===== config.mk =====
export PLATFORM = sky130hd
export DESIGN_NAME = simd_minmax_unit
export DESIGN_NICKNAME = d
export VERILOG_FILES = /design/src/rtl/smm_pkg.sv /design/src/rtl/smm_decoder.sv /design/src/rtl/smm_lane.sv /design/src/rtl/smm_lane_array.sv /design/src/rtl/simd_minmax_unit.sv
export SDC_FILE = /design/constraint.sdc
export NUM_CORES = 2
export LEC_CHECK = 0
export BUFFER_PORTS_ARGS = -buffer_cell sky130_fd_sc_hd__buf_2
export CORE_AREA = 2 2 311 313
export DETAILED_ROUTE_END_ITERATION = 7
export DIE_AREA = 0 0 313 315
export PLACE_DENSITY_LB_ADDON = 0.12
export SLEW_MARGIN = 20
export SYNTH_ARGS = -nofsm -noshare
export SYNTH_HDL_FRONTEND = slang
export SYNTH_SLANG_ARGS = --single-unit

===== constraint.sdc =====
create_clock -name clk -period 13.27 [get_ports clk]
set_input_delay 3.3175 -clock clk [delete_from_list [all_inputs] [get_ports clk]]
set_output_delay 3.3175 -clock clk [all_outputs]
set_load 0.03 [all_outputs]

===== src/rtl/smm_pkg.sv =====
package smm_pkg;
  localparam int MAX_LANE_W = 64;
  localparam logic [11:0] PFX_REG = 12'h747;
  localparam logic [11:0] PFX_IMM = 12'h769;

  typedef enum logic [1:0] {
    LW_8  = 2'b00,
    LW_16 = 2'b01,
    LW_32 = 2'b10,
    LW_64 = 2'b11
  } lane_w_e;

  typedef struct packed {
    logic                    legal;
    logic                    use_imm;
    logic                    take_min;
    logic                    cmp_signed;
    lane_w_e                 lw;
    logic [4:0]              rd;
    logic [MAX_LANE_W-1:0]   imm_ext;
  } smm_op_t;
endpackage


===== src/rtl/smm_decoder.sv =====
module smm_decoder
  import smm_pkg::*;
(
  input  logic [31:0] word,
  output smm_op_t     op
);
  logic [11:0] pfx;
  logic [4:0]  minor;
  logic [4:0]  imm5;
  logic        is_reg, is_imm;

  always_comb begin
    pfx    = word[31:20];
    minor  = word[19:15];
    imm5   = word[14:10];
    is_reg = (pfx == PFX_REG);
    is_imm = (pfx == PFX_IMM);

    op.legal      = (is_reg || is_imm) && !minor[4];
    op.use_imm    = is_imm;
    op.take_min   = minor[2];
    op.cmp_signed = !minor[3];
    op.lw         = lane_w_e'(minor[1:0]);
    op.rd         = word[4:0];
    if (!minor[3])
      op.imm_ext = {{(MAX_LANE_W-5){imm5[4]}}, imm5};
    else
      op.imm_ext = {{(MAX_LANE_W-5){1'b0}}, imm5};
  end
endmodule


===== src/rtl/smm_lane.sv =====
module smm_lane #(
  parameter int W = 8
) (
  input  logic [W-1:0] a,
  input  logic [W-1:0] b,
  input  logic         cmp_signed,
  input  logic         take_min,
  output logic [W-1:0] y
);
  logic signed [W:0] xa, xb;
  logic              a_lt_b;

  always_comb begin
    xa     = {cmp_signed & a[W-1], a};
    xb     = {cmp_signed & b[W-1], b};
    a_lt_b = (xa < xb);
    y      = (a_lt_b ^ take_min) ? b : a;
  end
endmodule


===== src/rtl/smm_lane_array.sv =====
module smm_lane_array
  import smm_pkg::*;
#(
  parameter int VLEN = 256
) (
  input  logic [VLEN-1:0] src_a,
  input  logic [VLEN-1:0] src_b,
  input  smm_op_t         op,
  output logic [VLEN-1:0] res
);
  localparam int NUM_W = 4;

  logic [VLEN-1:0] res_w [NUM_W];

  for (genvar g = 0; g < NUM_W; g++) begin : g_width
    localparam int W = 8 << g;
    localparam int N = VLEN / W;
    for (genvar i = 0; i < N; i++) begin : g_lane
      logic [W-1:0] opb;
      assign opb = op.use_imm ? op.imm_ext[W-1:0] : src_b[i*W +: W];
      smm_lane #(.W(W)) u_lane (
        .a          (src_a[i*W +: W]),
        .b          (opb),
        .cmp_signed (op.cmp_signed),
        .take_min   (op.take_min),
        .y          (res_w[g][i*W +: W])
      );
    end
  end

  always_comb begin
    case (op.lw)
      LW_8:    res = res_w[0];
      LW_16:   res = res_w[1];
      LW_32:   res = res_w[2];
      default: res = res_w[3];
    endcase
  end
endmodule


===== src/rtl/simd_minmax_unit.sv =====
module simd_minmax_unit
  import smm_pkg::*;
#(
  parameter int VLEN = 256
) (
  input  logic            clk,
  input  logic            rst,
  input  logic            in_valid,
  input  logic [31:0]     instr,
  input  logic [VLEN-1:0] src_a,
  input  logic [VLEN-1:0] src_b,
  output logic            out_valid,
  output logic [VLEN-1:0] out_result,
  output logic [4:0]      out_rd,
  output logic            out_illegal
);
  smm_op_t         op;
  logic [VLEN-1:0] lane_res;

  smm_decoder u_dec (
    .word (instr),
    .op   (op)
  );

  smm_lane_array #(.VLEN(VLEN)) u_lanes (
    .src_a (src_a),
    .src_b (src_b),
    .op    (op),
    .res   (lane_res)
  );

  always_ff @(posedge clk) begin
    if (rst) begin
      out_valid   <= 1'b0;
      out_illegal <= 1'b0;
    end else begin
      out_valid   <= in_valid & op.legal;
      out_illegal <= in_valid & !op.legal;
    end
  end

  always_ff @(posedge clk) begin
    if (in_valid && op.legal) begin
      out_result <= lane_res;
      out_rd     <= op.rd;
    end
  end
endmodule


==> reports/qor.yml <==
cells_and_area:
  drive_gt1_frac: 0.249
  final_area_um2: 35600
  layout_common_cells: "buf_2 (803), a21oi_1 (542), ha_1 (384)"
  final_common_cell: "buf_2"
  fin_nets: 5013
  regArea_um2: 7880
  fill_cells: 9997
  multi_input_area_um2: 19500
  area_growth_pct: 23.7
synth:
  syn-cell-area_um2: 28800
  ys_seq_area_frac: 0.274
  syn_avg_cell_area_um2: 8.58
  synth_area_leader_cell: "edfxtp_1"
  synth.distinct_cells: 102
  synth_area_leaders: "edfxtp_1 (27%), ha_1 (17%), a21oi_1 (9.4%), mux2i_1 (4.3%), a21o_1 (2.9%)"
  synth-edff-count: 261
  synth-async-reset-ratio: 0
  syn_inst: 3357
  synth-warning-count: 0
  ys.flop_type: "edfxtp_1"
  synth_fp_nets: 4288
  synth_seq_cells: 263
  synth_top_cell_area_share: 0.272
floorplanning:
  die_area_um2: 98600
  die_h_um: 315
  coreArea_um2: 95700
  start_util: 0.301
  io_pins: 810
  num_rows: 114
  die_w_um: 313
power:
  irDropWorstVdd_mv: 0.0839
  cellPowerDensity_nw_per_um2: 90.2
  power_w: 0.00321
  p_leak_nw: 16.3
flow_run:
  maxCapViolations: 0
grt:
  grt_usage: 0.285
  grt_pass1_wl_um: 208000
  grt_max_degree: 142
  grt_pass1_vias: 29800
  antenna_found_initial: 61
  grt-ovfl-total: 0
timing:
  fin_tns_setup_ns: 0
  timing.final.max_slew_violations: 0
  period_share: 0.721
  worst_pin_slew_ns: 1.15
  setup_ws_ns: 3.71
  slew_headroom: 0.234
  hold_viol: 0
  finalCriticalPeriod_ns: 9.56
  clock.fmax_ghz: 0.105
  setup_viol: 0
  rsz0062_at_grt: "false"
setup_path:
  worstPathCellList: "buf_2 -> nand4bb_4 -> buf_4 -> nor2_1 -> nand3_1 -> nor2_4 -> buf_12 -> a21oi_1 -> or2_2 -> ha_1 -> nand4_1 -> nor4_1 -> nand2_1 -> a311o_1 -> a41oi_1 -> or3_1 -> o211ai_2 -> a211oi_4 -> mux2_1"
  path_class: "in2reg"
  arrival_ns: 9.92
  worstPathBufferInverterCount: 3
  cp.required_ns: 13.63
  startpoint_type: "input port"
  cpPeakStageDelay_ns: 0.91
  path_max_fanout: 57
  slowest_stage: "a211oi_4"
  crit_family: "simple AND/OR/NAND/NOR gates"
  endpoint_kind: "register"
worst_hold_path:
  worst_hold_startpoint: "rst"
  hold_class: "in2reg"
  whs_path_depth: 2
  whs_endpoint: "out_illegal"
routing:
  drtIter0Drc: 2509
  num_vias: 30800
  viasPerCell: 5.69
  drc: 0
  ant_nets: 0
  drt-total-wl_um: 147000
  drt-pass1-iter-count: 5
  avgRoutedWirePerCell_um: 27.1
placement:
  placed_area_um2: 34300
  io_buffer_count: 804
  post-dp-hpwl_um: 113000
  place_ws_ns: 3.17
  gp_congestion: 0.904
cts:
  postCtsHoldBufs: 0
  cts_resized: 0
  clkSinkCount: 263
  cts_buffers: 40
  h-tree-depth: 2
  cts_tree: "yes"
  post_cts_buffers: 0
  root_buffer: "clkbuf_16"
  path_clk_slew_ns: 0.07
  cts_max_path_buffers: 3
run_status:
  status: "completed"
## flip-flops by register name, summed over array words and instances (netlist names)
| name | count |
|---|---|
| out_result | 256 |
| out_rd | 5 |
| out_illegal | 1 |
| out_valid | 1 |
## cells in the mapped netlist, drive strengths merged (38+ instances only)
cell    count
a221oi     48
nor2      197
inv       208
or2        48
buf        66
clkbuf    111
nor3       51
a211oi     49
a21oi     544
o221ai     57
edfxtp    261
mux2i     123
nand3      69
o21ai     127
a21o      111
nand4      55
o31ai      44
nand2     216
xnor2      38
ha        384
## how the worst max path moves through the flow
stage / start / endpoint / slack (ns) / cells after the start
6_report: instr[31] / out_result[128] / 3.71 / 19
5_1_grt: instr[31] / out_result[210] / 3.34 / 19
4_1_cts: instr[31] / out_result[210] / 3.82 / 19
3_5_place_dp: instr[31] / out_result[210] / 3.17 / 19
3_3_place_gp: instr[31] / out_result[128] / 3.24 / 20
2_1_floorplan: instr[31] / out_rd[0] / 2.62 / 6
## power by group
| group | internal (W) | switching (W) |
|---|---|---|
| logic | 0.000471 | 0.000707 |
| registers | 0.000952 | 0.0000000925 |
| clock network | 0.000620 | 0.000465 |
| total | 0.00204 | 0.00117 |
## area by class of cell
cell class	instances	area share
Tap cell	1276	0.0448
Multi-Input combinational cell	2709	0.548
Sequential cell	263	0.221
Clock inverter	21	0.00499
Timing Repair Buffer	860	0.127
Clock buffer	49	0.0296
Antenna cell	35	0.00246
Inverter	208	0.0219
## stage by stage
| stage | hold WS, ns | std cells | utilization |
|---|---|---|---|
| after global placement | 3.49 | 5316 | 0.358 |
| after floorplan | 3.39 | 3357 | - |
| after CTS | 2.83 | 5386 | 0.371 |
| final | 2.88 | 5421 | 0.372 |
| after global routing | 2.86 | 5407 | 0.372 |
| after detailed placement | 3.50 | 5316 | 0.358 |
## metal layers
layer | wire length (um) | global-route usage
met5 | 333 | 0
met2 | 70400 | 0.487
met1 | 59800 | 0.352
met3 | 11500 | 0.0680
met4 | 4630 | 0.0949
## cells by family (layout without fill, tap and decap cells)
logic type,Yosys count,in the layout,share of synthesized area
flip-flops,263,263,0.274
buffers and inverters,385,1138,0.0520
other,0,35,0
AO/OA/AOI/OAI,1299,1299,0.295
multiplexers,140,140,0.0495
XOR/XNOR,57,57,0.0173
AND/OR/NAND/NOR,826,826,0.145
adder cells (fa/ha/maj),387,387,0.168
Power figures use the tool's default switching activity.
